File: config.mk
export PLATFORM = sky130hd
export DESIGN_NAME = dma_port_regs
export DESIGN_NICKNAME = d
export VERILOG_FILES = /design/src/rtl/dmaport_pkg.sv /design/src/rtl/byte_ptr_fsm.sv /design/src/rtl/mask_unit.sv /design/src/rtl/status_unit.sv /design/src/rtl/mode_bank.sv /design/src/rtl/dma_port_regs.sv
export SDC_FILE = /design/constraint.sdc
export NUM_CORES = 1
export LEC_CHECK = 0
export BUFFER_PORTS_ARGS = -buffer_cell sky130_fd_sc_hd__buf_2
export CELL_PAD_IN_SITES_DETAIL_PLACEMENT = 1
export CELL_PAD_IN_SITES_GLOBAL_PLACEMENT = 1
export CORE_ASPECT_RATIO = 0.75
export CORE_MARGIN = 8
export CORE_UTILIZATION = 44
export DETAILED_ROUTE_END_ITERATION = 12
export PLACE_DENSITY_LB_ADDON = 0.1
export SETUP_SLACK_MARGIN = 0.2
export SLEW_MARGIN = 20
export SYNTH_ARGS = -nofsm -noshare
export SYNTH_HDL_FRONTEND = slang
export SYNTH_SLANG_ARGS = --single-unit
File: constraint.sdc
create_clock -name clk -period 2.4 [get_ports clk]
set_clock_uncertainty 0.05 [all_clocks]
set_input_delay 0.24 -clock clk [delete_from_list [all_inputs] [get_ports clk]]
set_output_delay 0.24 -clock clk [all_outputs]
set_load 0.01 [all_outputs]
File: src/rtl/dmaport_pkg.sv
package dmaport_pkg;

    localparam int unsigned OFS_W       = 4;
    localparam int unsigned MODE_W      = 6;
    localparam int unsigned CMD_OFF_BIT = 2;

    typedef enum logic [OFS_W-1:0] {
        OFS_STAT_CMD = 4'h8,
        OFS_REQ      = 4'h9,
        OFS_SMASK    = 4'hA,
        OFS_MODE     = 4'hB,
        OFS_PTR_CLR  = 4'hC,
        OFS_MRST     = 4'hD,
        OFS_MASK_CLR = 4'hE,
        OFS_MMASK    = 4'hF
    } ofs_e;

    typedef enum logic {
        PTR_LO = 1'b0,
        PTR_HI = 1'b1
    } ptr_e;

    typedef struct packed {
        logic [1:0] op_mode;
        logic       down;
        logic       auto_ld;
        logic [1:0] xfer;
    } chmode_t;

endpackage

File: src/rtl/byte_ptr_fsm.sv
module byte_ptr_fsm
    import dmaport_pkg::*;
(
    input  logic clk,
    input  logic rst_n,
    input  logic step,
    input  logic rewind,
    output logic ptr_hi
);

    ptr_e cur_q;
    ptr_e nxt;

    always_ff @(posedge clk) begin
        if (!rst_n) cur_q <= PTR_LO;
        else        cur_q <= nxt;
    end

    always_comb begin
        nxt = cur_q;
        unique case (cur_q)
            PTR_LO: begin
                if (rewind)    nxt = PTR_LO;
                else if (step) nxt = PTR_HI;
            end
            PTR_HI: begin
                if (rewind)    nxt = PTR_LO;
                else if (step) nxt = PTR_LO;
            end
        endcase
    end

    always_comb begin
        ptr_hi = (cur_q == PTR_HI);
    end

endmodule

File: src/rtl/mask_unit.sv
module mask_unit #(
    parameter int NCH = 4,
    parameter int DW  = 8
) (
    input  logic           clk,
    input  logic           rst_n,
    input  logic           wr_single,
    input  logic           wr_multi,
    input  logic           clr_all,
    input  logic           set_all,
    input  logic [DW-1:0]  wdata,
    output logic [NCH-1:0] mask_q
);

    localparam int SELW = $clog2(NCH);

    logic [SELW-1:0] sel;
    logic            sel_val;

    assign sel     = wdata[SELW-1:0];
    assign sel_val = wdata[SELW];

    always_ff @(posedge clk) begin
        if (!rst_n || set_all) begin
            mask_q <= '1;
        end else if (clr_all) begin
            mask_q <= '0;
        end else if (wr_multi) begin
            mask_q <= wdata[NCH-1:0];
        end else if (wr_single) begin
            mask_q[sel] <= sel_val;
        end
    end

endmodule

File: src/rtl/status_unit.sv
module status_unit #(
    parameter int NCH = 4
) (
    input  logic           clk,
    input  logic           rst_n,
    input  logic [NCH-1:0] tc_in,
    input  logic           rd_stat,
    input  logic           clr,
    output logic [NCH-1:0] tc_q
);

    always_ff @(posedge clk) begin
        if (!rst_n || clr) begin
            tc_q <= '0;
        end else if (rd_stat) begin
            tc_q <= tc_in;
        end else begin
            tc_q <= tc_q | tc_in;
        end
    end

endmodule

File: src/rtl/mode_bank.sv
module mode_bank
    import dmaport_pkg::*;
#(
    parameter int NCH = 4,
    parameter int DW  = 8
) (
    input  logic                  clk,
    input  logic                  rst_n,
    input  logic                  wr_mode,
    input  logic [DW-1:0]         wdata,
    output logic [NCH*MODE_W-1:0] modes
);

    localparam int SELW = $clog2(NCH);

    for (genvar c = 0; c < NCH; c++) begin : g_ch
        chmode_t m_q;
        always_ff @(posedge clk) begin
            if (!rst_n) begin
                m_q <= '0;
            end else if (wr_mode && wdata[SELW-1:0] == SELW'(c)) begin
                m_q <= chmode_t'(wdata[DW-1:DW-MODE_W]);
            end
        end
        assign modes[c*MODE_W +: MODE_W] = m_q;
    end

endmodule

File: src/rtl/dma_port_regs.sv
module dma_port_regs
    import dmaport_pkg::*;
#(
    parameter int NCH = 4,
    parameter int DW  = 8
) (
    input  logic                  clk,
    input  logic                  rst_n,
    input  logic                  wr_en,
    input  logic                  rd_en,
    input  logic [OFS_W-1:0]      addr,
    input  logic [DW-1:0]         wdata,
    output logic [DW-1:0]         rdata,
    input  logic [NCH-1:0]        req_in,
    input  logic [NCH-1:0]        tc_in,
    output logic [NCH-1:0]        mask_out,
    output logic                  global_off,
    output logic [NCH*MODE_W-1:0] ch_mode,
    output logic [NCH-1:0]        ld_addr,
    output logic [NCH-1:0]        ld_cnt,
    output logic                  ld_hi,
    output logic [DW-1:0]         ld_byte
);

    localparam int NREG = 2 * NCH;
    localparam int REGW = $clog2(NREG);
    localparam int RW   = 2 * DW;

    logic            wr_act, rd_act, hit_reg;
    logic [REGW-1:0] idx;
    logic            ptr_hi;
    logic [NCH-1:0]  tc_q;
    logic [RW-1:0]   base_q [NREG];
    logic [DW-1:0]   rdata_q;
    logic            off_q;

    assign wr_act  = wr_en;
    assign rd_act  = rd_en && !wr_en;
    assign hit_reg = (addr < OFS_W'(NREG));
    assign idx     = addr[REGW-1:0];

    byte_ptr_fsm u_ptr (
        .clk    (clk),
        .rst_n  (rst_n),
        .step   ((wr_act || rd_act) && hit_reg),
        .rewind (wr_act && (addr == OFS_PTR_CLR || addr == OFS_MRST)),
        .ptr_hi (ptr_hi)
    );

    mask_unit #(.NCH(NCH), .DW(DW)) u_mask (
        .clk       (clk),
        .rst_n     (rst_n),
        .wr_single (wr_act && addr == OFS_SMASK),
        .wr_multi  (wr_act && addr == OFS_MMASK),
        .clr_all   (wr_act && addr == OFS_MASK_CLR),
        .set_all   (wr_act && addr == OFS_MRST),
        .wdata     (wdata),
        .mask_q    (mask_out)
    );

    status_unit #(.NCH(NCH)) u_stat (
        .clk     (clk),
        .rst_n   (rst_n),
        .tc_in   (tc_in),
        .rd_stat (rd_act && addr == OFS_STAT_CMD),
        .clr     (wr_act && addr == OFS_MRST),
        .tc_q    (tc_q)
    );

    mode_bank #(.NCH(NCH), .DW(DW)) u_mode (
        .clk     (clk),
        .rst_n   (rst_n),
        .wr_mode (wr_act && addr == OFS_MODE),
        .wdata   (wdata),
        .modes   (ch_mode)
    );

    // Base register storage, one 16-bit word per offset 0..NREG-1
    for (genvar r = 0; r < NREG; r++) begin : g_base
        always_ff @(posedge clk) begin
            if (!rst_n) begin
                base_q[r] <= '0;
            end else if (wr_act && hit_reg && idx == REGW'(r)) begin
                if (ptr_hi) base_q[r][RW-1:DW] <= wdata;
                else        base_q[r][DW-1:0]  <= wdata;
            end
        end
    end

    // Load strobes toward the channel datapaths
    for (genvar c = 0; c < NCH; c++) begin : g_ld
        assign ld_addr[c] = wr_act && hit_reg && idx[REGW-1:1] == (REGW-1)'(c) && !idx[0];
        assign ld_cnt[c]  = wr_act && hit_reg && idx[REGW-1:1] == (REGW-1)'(c) &&  idx[0];
    end
    assign ld_hi   = ptr_hi;
    assign ld_byte = wdata;

    always_ff @(posedge clk) begin
        if (!rst_n) begin
            off_q <= 1'b0;
        end else if (wr_act && addr == OFS_STAT_CMD) begin
            off_q <= wdata[CMD_OFF_BIT];
        end
    end
    assign global_off = off_q;

    always_ff @(posedge clk) begin
        if (!rst_n) begin
            rdata_q <= '0;
        end else if (rd_act) begin
            if (hit_reg) begin
                rdata_q <= ptr_hi ? base_q[idx][RW-1:DW] : base_q[idx][DW-1:0];
            end else begin
                unique case (addr)
                    OFS_STAT_CMD: rdata_q <= DW'({req_in, tc_q});
                    OFS_MMASK:    rdata_q <= DW'(mask_out);
                    default:      rdata_q <= '0;
                endcase
            end
        end
    end
    assign rdata = rdata_q;

endmodule

# Word-level counts from Yosys, hierarchy flattened
# Memory sizes are Yosys's and may differ from the RTL's.
# Index checks and enable logic that the tools add are counted.
# totals
ff_bits	42
out_inout_bits	54
input_bits	24
mem_bits_rw	128
elab_cells	191
n_memories	1
# mem_list
name	depth	word_bits	read_ports	rd_clocked_by_memory_dff	write_ports	line	text
base_q	8	16	1	0	8	dma_port_regs.sv:33	logic [RW-1:0] base_q [NREG];
# classes
reduce_logical	46
mux	82
n_eq_ne	20
magnitude_cmp	3
bitwise_logic	18
# ops
op	n
8-bit 2-to-1 mux	18
1-bit 2-to-1 mux	56
1-bit logical AND	36
4-bit equality test, second input constant	7
4-bit 2-to-1 mux	4
1-bit bitwise OR	16
8-bit one-hot mux with 2 select lines	1
3-bit equality test, second input constant	4
2-bit equality test, second input constant	4
3-bit by 2-bit equality test with 1-bit output, second input constant	2
4-bit bitwise mux	1
2-bit by 1-bit equality test with 1-bit output, second input constant	2
2-bit logical NOT	2
4-bit less-than comparator, second input constant	1
4-bit bitwise OR	1
3-bit by 1-bit equality test with 1-bit output, second input constant	1
1-bit logical NOT	3
3-bit logical NOT	1
1-bit logical OR	3
2-bit by 3-bit less-than comparator with 1-bit output, second input constant	1
3-bit nonzero test	1
1-bit demux with 2-bit select	1
2-bit by 1-bit greater-or-equal comparator with 1-bit output, second input constant	1
1-bit one-hot mux with 2 select lines	1
1-bit inverter	1

# Depth between registers and ports, before layout
# Gate-level depths: netlist (run 1).
# depth
ltp_word	8
ltp_mapped	8
mapped_depth_nobuf	4

# Hierarchy
# A second synthesis (run 1) with hierarchy kept.
# unflattened
cells_unflattened	651
hier_area_um2	7968.9
# by_module_without_submodules
mod	instances	area_per_inst_um2	cells_each	seq_area_each_um2
dma_port_regs	1	6635.1	520	4023.9
mode_bank	1	890.9	85	480.5
mask_unit	1	236.5	26	80.1
status_unit	1	165.2	17	80.1
byte_ptr_fsm	1	41.3	3	20.0

# Worst setup path before layout (run 1)
# No wires, ideal clock.
# synth_path
path_type	input to register
from	input port addr[0]
to	memory base_q[0][10] (netlist bit) (enable)
required_ps	1966
n_path_buf	3
setup_time_ps	384
arrival_time_ps	1842
path_stages	6
slack_ps	124
path_cell_list	buf_6 -> buf_12 -> buf_4 -> nor3b_1 -> nand2_1 -> o21ai_0
# synth_rtl
item	line	text
start, declared	dma_port_regs.sv:11	input logic [OFS_W-1:0] addr,
end, declared	dma_port_regs.sv:33	

# Worst setup path in the final report (run 1)
# layout_path
from	input port addr[0]
to	output port ld_addr[2]
# layout_via
elab_chain_len	4
elab_cells_between_ends	5
cone_classes	order compare (1); reduce/logical (4)
# layout_lines
item	line	text
4-bit less-than comparator	dma_port_regs.sv:39	assign hit_reg = (addr < OFS_W'(NREG));
1-bit logical AND (2 in series)	dma_port_regs.sv:92	assign ld_addr[c] = wr_act && hit_reg && idx[REGW-1:1] == (REGW-1)'(c) && !idx[0];
1-bit logical AND (*)	dma_port_regs.sv:92	
end, declared	dma_port_regs.sv:19	output logic [NCH-1:0] ld_addr,
# Every way passes the cells marked *; elsewhere a longest branch is shown, timed or not.

==> impl_results.md, run 1 <==
* Result of the run: complete, no violations
* Critical path class: input port to primary output
* H-tree levels at 4
* Largest net degree at the start of global routing at 27
* Post-synthesis cell type count at 51
* Final WS setup at 374.7 ps
* Vias per Instance at 5.637
* Area of the multi-input gates at 2899 um^2
* Max Freq at 0.4938 GHz
* Final WL at 23650 um
* Initial antenna violation count at 0
* Area of the core at 17660 um^2
* Post-synth EDFFs at 128
* Unrepaired setup endpoints after global routing: no
* Clock root buffer: clkbuf_16
* First DRT Iteration DRCs at 478
* DR vias at 5372
* Antenna diode count at 0
* Worst vdd ir at 432.7 uV
* Vias in the first global route at 5645
* Fin crit share at 84.39%
* Setup crit start kind: input port
* Slew margin rel. at 56.99%
* Yosys Warn Count at 0
* Filler Cell Count at 1841
* Post-layout util at 52.52%
* Final count of hold timing violations at 0
* Total GRT Usage at 21.38%
* IO buf count at 77
* Clock transition at path regs at 70 ps
* Reg power frac at 50.1%
* Crit. End Element: primary output
* Maxcap violations at 0
* Post-route insts no fill at 953
* Syn Std Cell Area at 7925 um^2
* Pwr/cell area at 712.3 nW/um^2
* Placed insts at 917
* DR pass1 iterations at 5
* Num CTS Buffers at 17
* Synth-to-Final Area Change at 17.00%
* Syn Inst Count at 605
* Post-synth top cells: 130 x and2_1, 128 x edfxtp_1, 46 x nor2_1, 42 x dfxtp_1, 41 x mux2i_1
* Clock Latency Late Sink at 430 ps
* Io pins at 78
* Routability-driven placement congestion ratio at 0.8470
* Final ANT Viol Nets at 0
* CTS tree: yes
* Placed Area at 8656 um^2
* Pre-CTS setup slack at 110.9 ps
* WL/cell at 24.82 um
* Synth top area cells: edfxtp_1 49%, dfxtp_1 11%, and2_1 10%
* Max Slew Vio Count at 0
* Switching pwr at 1.696 mW
* First-pass GRT wire length at 35540 um
* HP Class: input port to flop
* CP arrival at 1740 ps
* Post-synth top area cell: edfxtp_1
* Worst-Margin Slew at 645.2 ps
* Switching share of power at 25.68%
* Setup_tns at 0 ps
* Static leakage at 3.731 nW
* CTS max path bufs at 2
* # setup viols final at 0
* Final #Nets at 722
* Most common cell in the synthesized netlist: and2_1
* Top_reg_cell synth: edfxtp_1
* Top-area cell type share of the netlist area at 48.50%
* Die X at 171.0 um
* Dpl hpwl at 16620 um
* Crit path max fanout at 21
* Design area at 9273 um^2
* Min Tclk post-route at 2025 ps
* Die ar. at 22610 um^2
* Async set or reset register ratio after synthesis at 0%
* Comb pwr share at 8.6%
* Seq/Total Area, Yosys at 59.11%
* Sequential cell area at 4684 um^2
* P_int at 4.909 mW
* Data required, critical path at 2110 ps
* Share of cells above drive strength 1 at 25.04%
* Syn nets at 629
* Rows at 42
* Die H at 132.2 um
* Drc violations at 0
* Clk pwr share at 41.4%
* Starting density of the core at 44.88%
* Seq cells post-synth at 170
* Synth Area per Inst at 13.10 um^2
* Aggregate global routing overflow at 0
* Clock sink count at 170
[power by group through the flow]
stage          sequential, mW  clock (mW)  combinational [mW]
2_1_floorplan            3.35           0               0.333
3_3_place_gp             3.37           0               0.540
4_1_cts                  3.31        2.77               0.566
3_5_place_dp             3.37           0               0.556
6_report                 3.31        2.73               0.567
5_1_grt                  3.32        2.88               0.603
[layout make-up]
cell class / count / area share [%]
Sequential cell: 170 / 50.52
Tap cell: 242 / 3.265
Clock buffer: 19 / 4.898
Timing Repair Buffer: 125 / 8.285
Multi-Input combinational cell: 373 / 31.26
Inverter: 11 / 0.4453
Clock inverter: 13 / 1.322
[metrics by stage]
| step | power [mW] | hold slack, ps |
|---|---|---|
| 5_1_grt | 6.794 | 82.54 |
| 2_1_floorplan | 3.680 | 307.4 |
| 6_report | 6.605 | 95.36 |
| 4_1_cts | 6.639 | 87.21 |
| 3_5_place_dp | 3.925 | 395.1 |
| 3_3_place_gp | 3.908 | 394.4 |
[kinds of logic (layout without fill, tap and decap cells)]
family / after synthesis / after routing / synth area share [%]
and+or+nand+nor: 234 / 234 / 17.10
DFF: 170 / 170 / 59.11
AOI/OAI and AO/OA: 69 / 69 / 5.857
muxes: 69 / 69 / 13.51
buffers and inverters: 62 / 168 / 4.310
xor gates and xnor gates: 1 / 1 / 0.1105
[cells in the final DEF, fill, tap and decap left out, types with 11 or more instances in the layout]
| cell type | instances |
|---|---|
| clkbuf_16 | 18 |
| dfxtp_1 | 42 |
| and2_1 | 130 |
| mux2i_1 | 41 |
| o21ai_0 | 21 |
| a21oi_1 | 14 |
| edfxtp_1 | 128 |
| buf_4 | 43 |
| buf_2 | 77 |
| nand2_1 | 11 |
| mux4_2 | 20 |
| nor2_1 | 46 |
[routing by layer]
layer	up-vias	share of wire [%]	global-route usage, %
li1	2388	-	-
met1	2778	47	30.34
met2	183	45	31.83
met3	23	7.3	5.865
met4	0	1.3	5.060
met5	-	0	0
[critical path, cell delays in order]
cell,delay (ps)
buf_2,220
buf_12,220
nor3b_1,420
nand2_1,290
inv_1,180
buf_2,150
[flip-flops by register name, summed over array words and instances, names as in the netlist]
name and flops:
base_q 128, u_mode.modes 24, rdata 8, u_mask.mask_q 4
u_stat.tc_q 4, global_off 1, u_ptr.ptr_hi 1
[path summary, 6_finish.rpt]
path,cells after the start,slack [ps],startpoint,endpoint
min reg2reg,2,400,global_off,global_off
min,3,100,req_in[1],rdata[5]
max reg2reg,4,450,base_q[6][8],rdata[0]
max,6,370,addr[0],ld_addr[2]
[repair_timing]
action                    4_1_cts  5_1_grt
hold endpoints to repair        4        0
gates resized for setup         0        0
setup buffers                   0        0
hold buffers                    4        0
No activity file was read; power rests on OpenSTA's default activity.
==> inputs of run 2 (changes only) <==
--- a/config.mk
+++ b/config.mk
@@ -10,7 +10,7 @@
 export CELL_PAD_IN_SITES_GLOBAL_PLACEMENT = 1
 export CORE_ASPECT_RATIO = 0.75
 export CORE_MARGIN = 8
-export CORE_UTILIZATION = 44
+export CORE_UTILIZATION = 49
 export DETAILED_ROUTE_END_ITERATION = 12
 export PLACE_DENSITY_LB_ADDON = 0.1
 export SETUP_SLACK_MARGIN = 0.2
==> constraint.sdc (replaced) <==
create_clock -name clk -period 2.04 [get_ports clk]
set_clock_uncertainty 0.05 [all_clocks]
set_input_delay 0.204 -clock clk [delete_from_list [all_inputs] [get_ports clk]]
set_output_delay 0.204 -clock clk [all_outputs]
set_load 0.01 [all_outputs]
==> impl_results.md, run 2 (same netlist as run 1, synthesis figures left out) <==
* Result of the run: complete, no violations
* Final #Nets at 729
* # setup viols final at 0
* Vias per Instance at 5.879
* Filler Cell Count at 1626
* Clock transition at path regs at 70 ps
* Setup_tns at 0 ps
* Worst r2r src: base_q[4][9]
* Data required, critical path at 2310 ps
* Most frequent cells in the layout: 130 x and2_1, 128 x edfxtp_1, 76 x buf_2
* HP Class: input port to flop
* Placed Area at 8667 um^2
* Crit path max fanout at 1
* Largest register FFs at 128
* Crit Reg-Reg Endpoint: rdata[1]
* Max Freq at 0.5288 GHz
* Final count of hold timing violations at 0
* Routability-driven placement congestion ratio at 0.8558
* Crit. End Element: flop
* Hold Startpoint: req_in[2]
* Reg2Reg Setup Slack at 150 ps
* Largest net degree at the start of global routing at 27
* First-pass GRT wire length at 35170 um
* Slowest stage cell, crit path: mux4_1
* DR vias at 5456
* Min Tclk post-route at 1891 ps
* Setup bufs post-CTS at 0
* Max Slew Vio Count at 0
* Clock sink count at 170
* Worst vdd ir at 593.8 uV
* Critical path class: flop to flop
* Maxcap violations at 0
* Fin crit share at 92.71%
* Post-layout util at 58.44%
* CP arrival at 2160 ps
* Dpl hpwl at 16760 um
* Reg with most FFs: base_q
* WL/cell at 25.47 um
* Total GRT Usage at 23.25%
* Design area at 9300 um^2
* Vias in the first global route at 5728
* Starting density of the core at 49.80%
* Unrepaired setup endpoints after global routing: yes
* Worst-Margin Slew at 630.5 ps
* Die ar. at 20540 um^2
* Synth-to-Final Area Change at 17.35%
* Num CTS Buffers at 17
* Placed insts at 892
* H-tree levels at 4
* Static leakage at 3.749 nW
* IO buf count at 77
* CTS tree: yes
* Cell Chain, Critical Path: mux4_1 -> a22o_1 -> a311o_1 -> a32o_1
* Slew margin rel. at 57.97%
* Setup crit start kind: flop
* First DRT Iteration DRCs at 576
* Aggregate global routing overflow at 0
* Final ANT Viol Nets at 0
* Clock root buffer: clkbuf_16
* DR pass1 iterations at 5
* Reg2Reg Depth at 4
* CTS max path bufs at 2
* Hold EP: rdata[6]
* Die H at 126.1 um
* Drc violations at 0
* Area of the core at 15920 um^2
* Io pins at 78
* Final WL at 23630 um
* Initial antenna violation count at 1
* Rows at 40
* Post-route insts no fill at 928
* Share of cells above drive strength 1 at 28.27%
* Clock Latency Late Sink at 430 ps
* Max incr delay on CP at 530 ps
* Depth of the worst hold-timing path at 3
* Pwr/cell area at 826.2 nW/um^2
* Die X at 162.9 um
* Commonest non-fill, non-tap cell in the layout: and2_1
* Antenna diode count at 0
## run 2: per-layer routing
layer | part of all wire (%) | track usage, % | up-vias
met4 | 1.3 | 5.974 | 0
li1 | - | - | 2393
met1 | 45 | 32.62 | 2815
met5 | 0 | 0 | -
met2 | 45 | 35.11 | 221
met3 | 7.9 | 6.217 | 27
## run 2: power breakdown
group	switching (mW)	internal, mW
clock network	1.39	1.72
registers	0.0673	3.83
logic	0.417	0.259
total	1.88	5.81
## run 2: layout make-up
cell class | count | area (um^2) | area share, %
Sequential cell | 170 | 4686 | 50.38
Multi-Input combinational cell | 373 | 2938 | 31.59
Clock inverter | 10 | 76.32 | 0.8207
Timing Repair Buffer | 132 | 810.8 | 8.718
Inverter | 11 | 41.29 | 0.4440
Tap cell | 210 | 262.8 | 2.825
Clock buffer | 22 | 485.5 | 5.220
## run 2: worst max path at each step
| stage | depth (start not counted) | to | from | slack (ps) |
|---|---|---|---|---|
| after floorplan | 4 | base_q[7][10] | wr_en | 4 |
| after global placement | 6 | base_q[0][11] | addr[0] | -350 |
| after detailed placement | 7 | base_q[4][12] | addr[0] | -370 |
| after CTS | 3 | base_q[5][12] | u_ptr.ptr_hi | 120 |
| after global routing | 4 | rdata[1] | base_q[7][9] | 140 |
| final | 4 | rdata[1] | base_q[4][9] | 150 |
## run 2: critical path, delay by kind of cell, from the launching register on
family / cells / cell delay (ps)
compound gates: 3 / 810
flops: 1 / 400
mux: 1 / 530
## run 2: per-stage QoR
step                hold WS, ps  power (mW)  setup WS, ps
floorplan                 271.4       4.334         4.000
global placement          365.5       4.598        -350.0
detailed placement        366.9       4.622        -374.3
CTS                       9.091       7.725         124.0
global route              10.13       7.904         138.9
finish                    26.23       7.684         148.7
## run 2: what timing repair did
item,in CTS,in global routing
setup endpoints to repair,118,112
pin swaps,0,8
gates resized for setup,3,15
endpoints found under the hold margin,4,0
hold buffers,4,0
